**config.mk**
```make
export PLATFORM = sky130hd
export DESIGN_NAME = clksyn_loader
export DESIGN_NICKNAME = d
export VERILOG_FILES = /design/src/rtl/clksyn_pkg.sv /design/src/rtl/clksyn_phase.sv /design/src/rtl/clksyn_shift.sv /design/src/rtl/clksyn_ctrl.sv /design/src/rtl/clksyn_loader.sv
export SDC_FILE = /design/constraint.sdc
export NUM_CORES = 1
export LEC_CHECK = 0
export ABC_AREA = 1
export BUFFER_PORTS_ARGS = -buffer_cell sky130_fd_sc_hd__buf_2
export CAP_MARGIN = 30
export CORE_AREA = 5 5 120 88
export DETAILED_ROUTE_END_ITERATION = 8
export DIE_AREA = 0 0 125 93
export MAX_ROUTING_LAYER = met4
export SETUP_SLACK_MARGIN = 0.02
export SYNTH_ARGS = -nofsm -noshare
export SYNTH_HDL_FRONTEND = slang
export SYNTH_SLANG_ARGS = --single-unit
```
**constraint.sdc**
```tcl
create_clock -name clk -period 3.6 [get_ports clk]
set_input_delay 0.54 -clock clk [delete_from_list [all_inputs] [get_ports clk]]
set_output_delay 0.54 -clock clk [all_outputs]
set_load 0.02 [all_outputs]
```
**src/rtl/clksyn_pkg.sv**
```systemverilog
// Shared sizes and types for the dual synthesizer loader.
// Assumes a 28-bit packed word: two 12-bit packets, then 4 select bits.
package clksyn_pkg;
    localparam int PKT_W  = 12;
    localparam int NPORT  = 2;
    localparam int NSEL   = 4;
    localparam int CFG_W  = NPORT * PKT_W + NSEL;
    localparam int SEL_LSB = NPORT * PKT_W;

    typedef enum logic [1:0] {
        ST_IDLE   = 2'd0,
        ST_SHIFT  = 2'd1,
        ST_STROBE = 2'd2,
        ST_DONE   = 2'd3
    } xfer_state_t;
endpackage

```
**src/rtl/clksyn_phase.sv**
```systemverilog
// Serial-period phase counter. It runs while run_i is high and rests at 0
// otherwise. tick_o marks the last system cycle of a serial period, and
// hi_o marks its second half. Assumes DIV is even and at least 2.
module clksyn_phase #(
    parameter int DIV = 4
) (
    input  logic clk,
    input  logic rst_n,
    input  logic run_i,
    output logic tick_o,
    output logic hi_o
);
    localparam int PH_W = (DIV > 2) ? $clog2(DIV) : 1;
    localparam logic [PH_W-1:0] PH_LAST = PH_W'(DIV - 1);
    localparam logic [PH_W-1:0] PH_HALF = PH_W'(DIV / 2);

    logic [PH_W-1:0] ph_q;

    // Count through one serial period, wrap at the end, hold at 0 when idle.
    always_ff @(posedge clk) begin
        if (!rst_n || !run_i)  ph_q <= '0;
        else if (ph_q == PH_LAST) ph_q <= '0;
        else                   ph_q <= ph_q + 1'b1;
    end

    assign tick_o = run_i && (ph_q == PH_LAST);
    assign hi_o   = run_i && (ph_q >= PH_HALF);

    p_phase_wrap_r6: assert property (@(posedge clk) disable iff (!rst_n)
        tick_o |=> (hi_o == 1'b0));
endmodule

```
**src/rtl/clksyn_shift.sv**
```systemverilog
// One port's packet shifter. It loads a packet on load_i and moves it left
// on shift_i, filling with zeros. The MSB drives the data line.
// Assumes shift_i falls on the last cycle of a serial period.
module clksyn_shift #(
    parameter int W = 12
) (
    input  logic         clk,
    input  logic         rst_n,
    input  logic         load_i,
    input  logic [W-1:0] din_i,
    input  logic         shift_i,
    input  logic         sclk_i,
    output logic         dout_o
);
    logic [W-1:0] sreg_q;

    // Capture a new packet, or advance by one bit at the end of a period.
    always_ff @(posedge clk) begin
        if (!rst_n)       sreg_q <= '0;
        else if (load_i)  sreg_q <= din_i;
        else if (shift_i) sreg_q <= {sreg_q[W-2:0], 1'b0};
    end

    assign dout_o = sreg_q[W-1];

    p_data_stable_r6: assert property (@(posedge clk) disable iff (!rst_n)
        (sclk_i && $past(sclk_i)) |-> $stable(dout_o));
endmodule

```
**src/rtl/clksyn_ctrl.sv**
```systemverilog
// Transfer sequencer: idle, shift 12 bits, strobe, done. It holds one
// pending command (the latest) that arrives while a transfer runs.
// Assumes tick_i comes from a phase counter enabled by run_o.
module clksyn_ctrl
    import clksyn_pkg::*;
#(
    parameter int PW = PKT_W,
    parameter int CW = CFG_W
) (
    input  logic          clk,
    input  logic          rst_n,
    input  logic          load_i,
    input  logic [CW-1:0] cfg_i,
    input  logic          tick_i,
    output logic          start_o,
    output logic [CW-1:0] start_cfg_o,
    output logic          shift_o,
    output logic          run_o,
    output logic          sclk_gate_o,
    output logic          strobe_o,
    output logic          done_o,
    output logic          busy_o
);
    localparam int BCW = $clog2(PW);
    localparam logic [BCW-1:0] BIT_LAST = BCW'(PW - 1);

    xfer_state_t   state_q;
    logic [BCW-1:0] bit_q;
    logic          pend_q;
    logic [CW-1:0] pend_cfg_q;
    logic          can_start;

    assign can_start   = (state_q == ST_IDLE) || (state_q == ST_DONE);
    assign start_o     = can_start && (load_i || pend_q);
    assign start_cfg_o = load_i ? cfg_i : pend_cfg_q;
    assign shift_o     = (state_q == ST_SHIFT) && tick_i;
    assign run_o       = (state_q == ST_SHIFT) || (state_q == ST_STROBE);
    assign sclk_gate_o = (state_q == ST_SHIFT);
    assign strobe_o    = (state_q == ST_STROBE);
    assign done_o      = (state_q == ST_DONE);
    assign busy_o      = (state_q != ST_IDLE);

    // Advance the transfer state on serial-period boundaries.
    always_ff @(posedge clk) begin
        if (!rst_n) state_q <= ST_IDLE;
        else begin
            case (state_q)
                ST_IDLE, ST_DONE: state_q <= start_o ? ST_SHIFT : ST_IDLE;
                ST_SHIFT:  if (tick_i && bit_q == BIT_LAST) state_q <= ST_STROBE;
                ST_STROBE: if (tick_i) state_q <= ST_DONE;
                default:   state_q <= ST_IDLE;
            endcase
        end
    end

    // Count the bits sent in the current packet.
    always_ff @(posedge clk) begin
        if (!rst_n || start_o) bit_q <= '0;
        else if (shift_o)      bit_q <= bit_q + 1'b1;
    end

    // Keep the latest command that arrives while a transfer cannot start.
    always_ff @(posedge clk) begin
        if (!rst_n) begin
            pend_q     <= 1'b0;
            pend_cfg_q <= '0;
        end else if (load_i && !can_start) begin
            pend_q     <= 1'b1;
            pend_cfg_q <= cfg_i;
        end else if (start_o) begin
            pend_q     <= 1'b0;
        end
    end

    p_done_single_r8: assert property (@(posedge clk) disable iff (!rst_n)
        done_o |=> !done_o);
    p_held_start_r9: assert property (@(posedge clk) disable iff (!rst_n)
        (done_o && pend_q) |=> (state_q == ST_SHIFT));
    p_strobe_quiet_r7: assert property (@(posedge clk) disable iff (!rst_n)
        $rose(strobe_o) |-> $past(state_q == ST_SHIFT));
endmodule

```
**src/rtl/clksyn_loader.sv**
```systemverilog
// Dual synthesizer loader top. On a command it sends two 12-bit packets
// (N code, then M, MSB first) on two write-only serial ports at once,
// captures the clock-select bits onto static outputs and holds the
// synthesizer master resets during reset. Assumes SCLK_DIV is even, >= 2.
module clksyn_loader
    import clksyn_pkg::*;
#(
    parameter int SCLK_DIV = 4
) (
    input  logic             clk,
    input  logic             rst_n,
    input  logic             load_i,
    input  logic [CFG_W-1:0] cfg_i,
    output logic [NPORT-1:0] ser_clk_o,
    output logic [NPORT-1:0] ser_dat_o,
    output logic [NPORT-1:0] ser_ld_o,
    output logic [NPORT-1:0] synth_rst_o,
    output logic [NSEL-1:0]  clk_sel_o,
    output logic             busy_o,
    output logic             done_o
);
    logic             start_w;
    logic [CFG_W-1:0] start_cfg_w;
    logic             shift_w, run_w, gate_w, strobe_w, tick_w, hi_w;
    logic [NSEL-1:0]  sel_q;

    clksyn_ctrl #(.PW(PKT_W), .CW(CFG_W)) u_ctrl (
        .clk(clk), .rst_n(rst_n), .load_i(load_i), .cfg_i(cfg_i),
        .tick_i(tick_w), .start_o(start_w), .start_cfg_o(start_cfg_w),
        .shift_o(shift_w), .run_o(run_w), .sclk_gate_o(gate_w),
        .strobe_o(strobe_w), .done_o(done_o), .busy_o(busy_o)
    );

    clksyn_phase #(.DIV(SCLK_DIV)) u_phase (
        .clk(clk), .rst_n(rst_n), .run_i(run_w),
        .tick_o(tick_w), .hi_o(hi_w)
    );

    // Capture the multiplexer selects when a transfer starts.
    always_ff @(posedge clk) begin
        if (!rst_n)       sel_q <= '0;
        else if (start_w) sel_q <= start_cfg_w[SEL_LSB +: NSEL];
    end
    assign clk_sel_o = sel_q;

    for (genvar p = 0; p < NPORT; p++) begin : g_port
        logic rst_q;

        clksyn_shift #(.W(PKT_W)) u_shift (
            .clk(clk), .rst_n(rst_n), .load_i(start_w),
            .din_i(start_cfg_w[p*PKT_W +: PKT_W]), .shift_i(shift_w),
            .sclk_i(ser_clk_o[p]), .dout_o(ser_dat_o[p])
        );

        // Hold this synthesizer in master reset while the block is reset.
        always_ff @(posedge clk) begin
            if (!rst_n) rst_q <= 1'b1;
            else        rst_q <= 1'b0;
        end

        assign synth_rst_o[p] = rst_q;
        assign ser_clk_o[p]   = gate_w && hi_w;
        assign ser_ld_o[p]    = strobe_w;
    end

    p_sel_hold_r5: assert property (@(posedge clk) disable iff (!rst_n)
        !start_w |=> $stable(clk_sel_o));
    p_mrst_clear_r2: assert property (@(posedge clk) disable iff (!rst_n)
        $past(rst_n) |-> (synth_rst_o == '0));
    p_lockstep_r11: assert property (@(posedge clk) disable iff (!rst_n)
        ser_ld_o[0] == ser_ld_o[NPORT-1]);
    p_strobe_noclk_r7: assert property (@(posedge clk) disable iff (!rst_n)
        (ser_ld_o != '0) |-> (ser_clk_o == '0));
endmodule

```
### Word level (Yosys, flattened, before mapping)

Cells that the tools add are included.

* order comparisons: 1
* mux-type cells: 12
* divide/modulo/power cells: 0
* add/sub/neg operators: 2
* equality and inequality tests: 7
* bitwise gates (word level): 0
* reduce and logical (&&, ||, !) cells: 22
* shifts and indexed selects: 0
* $mul: 0

Operators by type and width (count)
* $mux W12: 4
* $mux W28: 1
* $logic_and A1 B1 Y1: 7
* $eq A2 B2 Y1 const B: 3
* $pmux W2 S3: 1
* $reduce_bool A2 Y1: 3
* $logic_or A1 B1 Y1: 5
* $add A4 B1 Y4 const B: 1
* $eq A4 B4 Y1 const B: 1
* $mux W1: 4
* $mux W2: 2
* $ne A2 B1 Y1 const B: 2
* $reduce_or A2 Y1: 2
* $logic_not A1 Y1: 3
* $add A2 B1 Y2 const B: 1
* $eq A2 B1 Y1 const B: 1
* $ge A2 B2 Y1 const B: 1
* $logic_not A2 Y1: 1
* $reduce_and A2 Y1: 1

* input bits: 31
* memories kept: 0
* memory bits (writable): 0
* bits in read-only memories: 0
* output and inout port bits: 14
* latch bits: 0
* register bits after elaboration: 66
* word-level logic and storage cells: 53

### Longest topological paths before layout

Gate-level depths: netlist of the first run.

* depth after elaboration: 6
* depth in mapped cells: 10
* gate-level depth less buffers: 8

### Cells and area by module

From an unflattened synthesis of the first run, not the netlist that was laid out.

* cell total of the unflattened synthesis: 473
* area total of the unflattened synthesis: 3208.1 um^2

Modules (own cells, without submodules)
* clksyn_ctrl: cells an instance 246, seq. area each 700.7 um^2, instances 1, area each 1706.6 um^2
* clksyn_shift: cells an instance 91, seq. area each 240.2 um^2, instances 2, area each 584.3 um^2
* clksyn_loader: cells an instance 34, seq. area each 100.1 um^2, instances 1, area each 235.2 um^2
* clksyn_phase: cells an instance 11, seq. area each 40.0 um^2, instances 1, area each 97.6 um^2

### Worst setup path after synthesis of the first run

No wires, ideal clock.

* kind: register -> output
* from: register u_ctrl.state_q[0]
* to: output ser_clk_o[0]
* required time: 3.060 ns
* arrival time: 1.305 ns
* path buffers: 2
* stages on the path, launching flop included: 7
* setup slack: 1.755 ns
* cell sequence: dfxtp_1 -> inv_1 -> ha_1 -> buf_2 -> inv_1 -> nor3_1 -> buf_4

* cells in the longest elaborated chain, start to end: 4
* elaborated cells on any way between the ends: 5
* those cells by class: 2 x eq/ne; 3 x reduce/logical

RTL lines
* start, declared: RTL line clksyn_ctrl.sv:27 `xfer_state_t state_q;`
* start signal, assigned: RTL line clksyn_ctrl.sv:48 `ST_IDLE, ST_DONE: state_q <= start_o ? ST_SHIFT : ST_IDLE;`
* $eq A2 B1 Y1 or $eq A2 B2 Y1 (tied branches): RTL line clksyn_ctrl.sv:37, clksyn_ctrl.sv:38
* $logic_or A1 B1 Y1: RTL line clksyn_ctrl.sv:37 `assign run_o = (state_q == ST_SHIFT) || (state_q == ST_STROBE);`
* $logic_and A1 B1 Y1: RTL line clksyn_phase.sv:27 `assign hi_o = run_i && (ph_q >= PH_HALF);`
* $logic_and A1 B1 Y1 (*): RTL line clksyn_loader.sv:62 `assign ser_clk_o[p] = gate_w && hi_w;`
* end, declared: RTL line clksyn_loader.sv:14 `output logic [NPORT-1:0] ser_clk_o,`

Every way passes the cells marked *; elsewhere a longest branch is shown, timed or not.

### Worst setup path after layout of the first run

* from: register u_ctrl.state_q[0]
* to: output ser_clk_o[1]

Same word-level chain as after synthesis.

==> key figures, run 1 <==
Drt
  – First-pass DRT Iterations: 5
  – Wire per inst: 11.70 um
  – Remaining antenna violation count: 0
  – DRT iter0 DRCs: 240
  – Routed Wire Length: 7427 um
  – DRC Markers: 0
  – Routed vias: 2,892
  – Vias per Instance: 4.554

Yosys
  – Synth warn: 0
  – Adder-Cell Fraction of Synth Area: 0.02794
  – Seq cells post-synth: 66
  – Synth Area in XOR/XNOR: 0
  – Simple logic cell fraction of the synthesized area: 0.3285
  – Main combinational cell family by area after synthesis: simple AND/OR/NAND/NOR gates
  – Synth Area in Compound Gates: 0.1138
  – Post-Synthesis Cells: 477
  – Synthesized Nets: 515
  – Register area share after synthesis: 0.4216
  – Multiplexer share of the synthesized area: 0
  – Cell area after synthesis: 3134 sq um
  – Yosys cell types: 19
  – Syn avg cell area: 6.571 sq um

Timing
  – Setup_tns: 0 ns
  – Relative slew slack: 0.3273
  – Final min period: 2.356 ns
  – Worst slew pin tran: 1.009 ns
  – Hold Violations, Final: 0
  – Crit share post-route: 0.6545
  – Fin. max-slew vios: 0
  – Finish-stage setup viols: 0
  – Max Freq: 424.4 MHz
  – Worst clock skew: 0.003743 ns
  – RSZ-0062 raised after global routing: false

CTS
  – CTS tree: done
  – # clock sinks: 66
  – Post-cts sizing count: 0
  – CTS Hold Buffers Added: 0
  – H-tree Lvls: 3
  – Cts bufs inserted: 9
  – Post-CTS setup repair buffer count: 0
  – Worst-path clk slew: 0.05 ns
  – Clock tree buffer depth: 2
  – Clk_lat worst skew: 0.33 ns
  – Clock Tree Root: clkbuf_16

Power
  – P_sw: 1.077 mW
  – Leak: 1.749 nW
  – Combinational share of power: 0.351
  – PwrDens: 784.9 nW/um^2
  – Clock share of power: 0.287
  – Maximum VDD drop: 0.3390 mV
  – Switching Share: 0.3769
  – Share of power burned in registers: 0.362
  – Internal power: 1.780 mW

Run
  – Max Cap Viol: 0

GRT
  – First-pass GRT wire length: 12,680 um
  – GR Overflow Total: 0
  – Initial antenna violation count: 0
  – Vias in the first global route: 2,615
  – Largest net degree at the start of global routing: 43
  – GRT Total Usage: 0.1399

Die
  – Die area: 11,630 sq um
  – Initial core utilization: 0.3353
  – Die Height: 93 um
  – Num rows: 30
  – Placeable Area: 9346 sq um
  – Boundary pin count: 45
  – Chip Width: 125 um

Placed design
  – IO Port Bufs: 44
  – Gp weighted congestion: 0.8176
  – HPWL Detailed: 5015 um

Final layout
  – Nets@finish: 540
  – Final Util: 0.3894
  – Share of layout cells above drive strength 1: 0.1282
  – ANT cells: 0
  – Area Growth Syn to Fin: 16.13%

Worst setup path
  – Crit path launch type: flop
  – Worst-path cell chain: inv_1, ha_1, inv_1, nor3_1, buf_2
  – WP data required: 3.06 ns
  – Crit Path Max Fanout: 7
  – CP Capture Type: output port
  – Crit-path slowest cell: ha_1
  – Crit-path most repeated cell: inv_1
  – Setup CP Type: reg2out
  – Worst path max stage delay: 0.43 ns
  – Worst EP arrival: 1.82 ns

Status
  – Status: finished clean

Min path
  – Min-delay worst type: reg2reg
power by group through the flow:
| stage | clock (mW) | sequential [mW] | combinational [mW] |
|---|---|---|---|
| 6_report | 0.820 | 1.03 | 1.00 |
| 5_1_grt | 0.882 | 1.06 | 1.17 |
| 4_1_cts | 0.846 | 1.04 | 1.01 |
| 3_5_place_dp | 0 | 1.05 | 1.01 |
| 3_3_place_gp | 0 | 1.04 | 0.992 |
| 2_1_floorplan | 0 | 1.04 | 0.803 |
cells in the mapped netlist (all sizes together):
cell type / number / share of area
nand2: 159 / 0.19
nor2: 70 / 0.089
dfxtp: 66 / 0.42
o21ai: 45 / 0.073
inv: 40 / 0.048
buf: 29 / 0.053
nand3: 28 / 0.045
a21oi: 21 / 0.034
ha: 7 / 0.028
clkbuf: 4 / 0.0048
a211oi: 3 / 0.0072
nor3: 3 / 0.0048
clkinv: 2 / 0.0024
per-stage QoR:
| stage | power [mW] | instances | setup slack [ns] | area (sq um) | hold WS, ns |
|---|---|---|---|---|---|
| after CTS | 2.892 | 635 | 1.196 | 3640 | 0.4506 |
| after global routing | 3.110 | 635 | 0.9925 | 3640 | 0.4778 |
| final | 2.857 | 635 | 1.244 | 3640 | 0.4449 |
| after detailed placement | 2.055 | 619 | 1.292 | 3356 | 0.4414 |
| after floorplan | 1.846 | 477 | 1.755 | 3134 | 0.4239 |
| after global placement | 2.035 | 619 | 1.268 | 3356 | 0.4354 |
layout make-up:
type | count | area (sq um)
fillers | 992 | 5707
multi-input cells | 336 | 1474
flip-flops and latches | 66 | 1321
clock buffers | 14 | 274.0
repair buffers | 47 | 242.7
well taps | 128 | 160.2
inverters | 42 | 157.7
clock inverters | 2 | 10.01
cell families after synthesis:
group	after synthesis
AOI/OAI and AO/OA	69
DFF	66
buffers and inverters	75
adders and majority gates	7
and+or+nand+nor	260
placed cells by master (no fill, tap or decap), types with 2 or more instances in the layout:
| master | instances |
|---|---|
| nand2_1 | 159 |
| nor2_1 | 68 |
| dfxtp_1 | 66 |
| buf_2 | 44 |
| o21ai_0 | 41 |
| inv_1 | 39 |
| nand3_1 | 28 |
| a21oi_1 | 21 |
| clkbuf_16 | 9 |
| ha_1 | 7 |
| nor3_1 | 3 |
| a211oi_1 | 3 |
| o21ai_1 | 3 |
| clkbuf_8 | 3 |
| buf_4 | 3 |
| clkinv_1 | 2 |
| nor2_4 | 2 |
| clkinv_2 | 2 |
| clkbuf_1 | 2 |
per-layer routing:
layer	wire, um	vias to the layer above	GRT usage
li1	-	1526	-
met1	3803	1289	0.1895
met2	3072	72	0.1972
met3	482	5	0.04966
met4	69	0	0.03971
met5	0	-	-
worst max-delay path, delay by kind of cell, from the launching register on:
family / cells / cell delay [ns]
adder cells (fa/ha/maj): 1 / 0.43
buffers and inverters: 3 / 0.43
flip-flops: 1 / 0.36
AND/OR/NAND/NOR: 1 / 0.27
final timing paths:
check	to	startpoint	depth (start not counted)	slack (ns)
max	ser_clk_o[1]	u_ctrl.state_q[0]$_SDFFE_PN0P_	5	1.24
min	u_ctrl.pend_cfg_q[23]$_SDFFE_PN0P_	u_ctrl.pend_cfg_q[23]$_SDFFE_PN0P_	2	0.44
max reg2reg	g_port[1].u_shift.sreg_q[1]$_SDFFE_PN0P_	u_ctrl.state_q[0]$_SDFFE_PN0P_	7	1.27
min reg2reg	u_ctrl.pend_cfg_q[23]$_SDFFE_PN0P_	u_ctrl.pend_cfg_q[23]$_SDFFE_PN0P_	2	0.44
flip-flops by register name (all words and copies together), names as in the netlist:
| register | flops |
|---|---|
| u_phase.ph_q | 2 |
| u_ctrl.pend_q | 1 |
| g_port.rst_q | 1 |
| u_ctrl.state_q | 2 |
| g_port.u_shift.sreg_q | 24 |
| u_ctrl.bit_q | 4 |
| u_ctrl.pend_cfg_q | 28 |
| clk_sel_o | 4 |
Power figures use the tool's default switching activity.
==> inputs of run 2 (changes only) <==
==> constraint.sdc (replaced) <==
create_clock -name clk -period 2.2 [get_ports clk]
set_input_delay 0.33 -clock clk [delete_from_list [all_inputs] [get_ports clk]]
set_output_delay 0.33 -clock clk [all_outputs]
set_load 0.02 [all_outputs]
==> run 2 against run 1 <==
Effect of this change:
- non-clock buffer count rose by 8
- critical path depth did not move
- register-to-register slack got worse by 0.78 ns
- sequential share of layout area fell by 0.90 points
- die area did not move
- critical endpoint unchanged
==> key figures, run 2 (synthesized netlist as in run 1, its figures left out) <==
CTS
  – H-tree Lvls: 3
  – CTS Hold Buffers Added: 0
  – Worst-path clk slew: 0.06 ns
  – # clock sinks: 66
  – Post-cts sizing count: 2
  – Post-CTS setup repair buffer count: 0
  – Cts bufs inserted: 9
  – Clock tree buffer depth: 2
  – CTS tree: done
  – Clock Tree Root: clkbuf_16
  – Clk_lat worst skew: 0.33 ns

Final layout
  – Commonest cells after routing, fill and taps aside: nand2_1, nor2_1, dfxtp_1
  – Sequential cell area: 1321 sq um
  – Multi-input gate area: 1491 sq um
  – ANT cells: 0
  – Fin cells: 642
  – Nets@finish: 548
  – Largest Register: u_ctrl.pend_cfg_q
  – # fillers: 1,010
  – Commonest non-fill, non-tap cell in the layout: nand2_1
  – Area Growth Syn to Fin: 19.08%
  – Share of layout cells above drive strength 1: 0.1440
  – Max reg flops: 28
  – Final Util: 0.3993
  – Top flop regs: u_ctrl.pend_cfg_q: 28 flops, g_port.u_shift.sreg_q: 24 flops

Timing
  – Crit share post-route: 0.9078
  – Worst clock skew: 0.007882 ns
  – Finish-stage setup viols: 0
  – Relative slew slack: 0.6207
  – Hold Violations, Final: 0
  – Worst slew pin tran: 0.5654 ns
  – Fin. max-slew vios: 0
  – RSZ-0062 raised after global routing: false
  – Setup_tns: 0 ns
  – Max Freq: 500.7 MHz
  – Final min period: 1.997 ns

Drt
  – Wire per inst: 11.94 um
  – Routed vias: 2,889
  – Vias per Instance: 4.500
  – DRT iter0 DRCs: 166
  – First-pass DRT Iterations: 4
  – DRC Markers: 0
  – Remaining antenna violation count: 0
  – Routed Wire Length: 7665 um

GRT
  – Vias in the first global route: 2,763
  – Initial antenna violation count: 0
  – Largest net degree at the start of global routing: 45
  – First-pass GRT wire length: 13,190 um
  – GRT Total Usage: 0.1442
  – GR Overflow Total: 0

Worst setup path
  – Worst-path cell chain: inv_1, ha_4, inv_1, nor3_2, buf_2
  – Crit Path Max Fanout: 7
  – CP bufs+invs: 3
  – CP top delay family: buffers and inverters
  – Setup CP Type: reg2out
  – Worst EP arrival: 1.67 ns
  – WP data required: 1.87 ns
  – Worst path max stage delay: 0.37 ns
  – CP Capture Type: output port
  – Crit-path slowest cell: dfxtp_1
  – Crit path launch type: flop
  – Crit-path most repeated cell: inv_1

Die
  – Boundary pin count: 45
  – Num rows: 30
  – Die Height: 93 um
  – Die area: 11,630 sq um
  – Placeable Area: 9346 sq um
  – Chip Width: 125 um
  – Initial core utilization: 0.3353

Power
  – Overall power: 4.883 mW
  – Maximum VDD drop: 0.4389 mV
  – Leak: 1.794 nW
  – Combinational share of power: 0.368
  – P_sw: 1.823 mW
  – Internal power: 3.060 mW
  – Switching Share: 0.3733
  – Share of power burned in registers: 0.345
  – PwrDens: 1308 nW/um^2
  – Clock share of power: 0.287

Min path
  – Min-delay worst type: in2reg

Placed design
  – IO Port Bufs: 44
  – HPWL Detailed: 5275 um
  – Gp weighted congestion: 0.8133
  – Placed cells: 627

Status
  – Status: finished clean

Run
  – Max Cap Viol: 0
## run 2: cell count changes in the layout (fill, tap and decap cells not counted)
cell,before,now
ha_1,7,6
nor3_1,3,2
buf_12,0,1
clkbuf_8,3,1
bufinv_16,0,1
nor3_2,0,1
buf_4,3,10
ha_4,0,1
## run 2: final cells by class
class	instances	share of cell area
clock buffer	12	0.06604
clock inverter	3	0.01073
inverter	42	0.04224
multi-input combinational	336	0.3996
sequential	66	0.3540
tap	128	0.04291
timing repair buffer	55	0.08448
## run 2: final timing paths
| path | slack (ns) | cells past startpoint | to | from |
|---|---|---|---|---|
| setup / recovery | 0.20 | 5 | ser_clk_o[1] | u_ctrl.state_q[1]$_SDFFE_PN0P_ |
| setup reg to reg | 0.49 | 8 | g_port[1].u_shift.sreg_q[0]$_SDFFE_PN0P_ | u_ctrl.state_q[1]$_SDFFE_PN0P_ |
| hold reg to reg | 0.45 | 2 | u_ctrl.pend_cfg_q[24]$_SDFFE_PN0P_ | u_ctrl.pend_cfg_q[24]$_SDFFE_PN0P_ |
| hold / removal | 0.26 | 3 | u_ctrl.pend_cfg_q[4]$_SDFFE_PN0P_ | cfg_i[4] |
## run 2: worst min-delay path: cells and delay by family
kind / cells / cell delay, ns
compound gates: 1 / 0.05
simple gates: 1 / 0.05
buf+inv: 1 / 0.11
## run 2: per-layer routing
metal,vias up,part of all wire,track usage
met5,-,0,-
met4,0,0.013,0.04152
met3,11,0.053,0.05137
met2,54,0.43,0.2169
met1,1284,0.51,0.1842
li1,1540,-,-
## run 2: through the flow
| stage | hold WS, ns | instance area [sq um] | worst slack, ns |
|---|---|---|---|
| global route | 0.2608 | 3732 | 0.03261 |
| floorplan | 0.4239 | 3134 | 0.5646 |
| finish | 0.2613 | 3732 | 0.2028 |
| CTS | 0.2434 | 3722 | 0.06653 |
| detailed placement | 0.4425 | 3428 | 0.3117 |
| global placement | 0.4345 | 3428 | 0.4216 |
## run 2: power by group through the flow
stage	clock network (mW)	logic [mW]	registers (mW)
detailed placement	0	1.77	1.71
CTS	1.45	1.79	1.69
floorplan	0	1.31	1.71
global placement	0	1.73	1.70
finish	1.40	1.80	1.69
global route	1.50	2.08	1.73
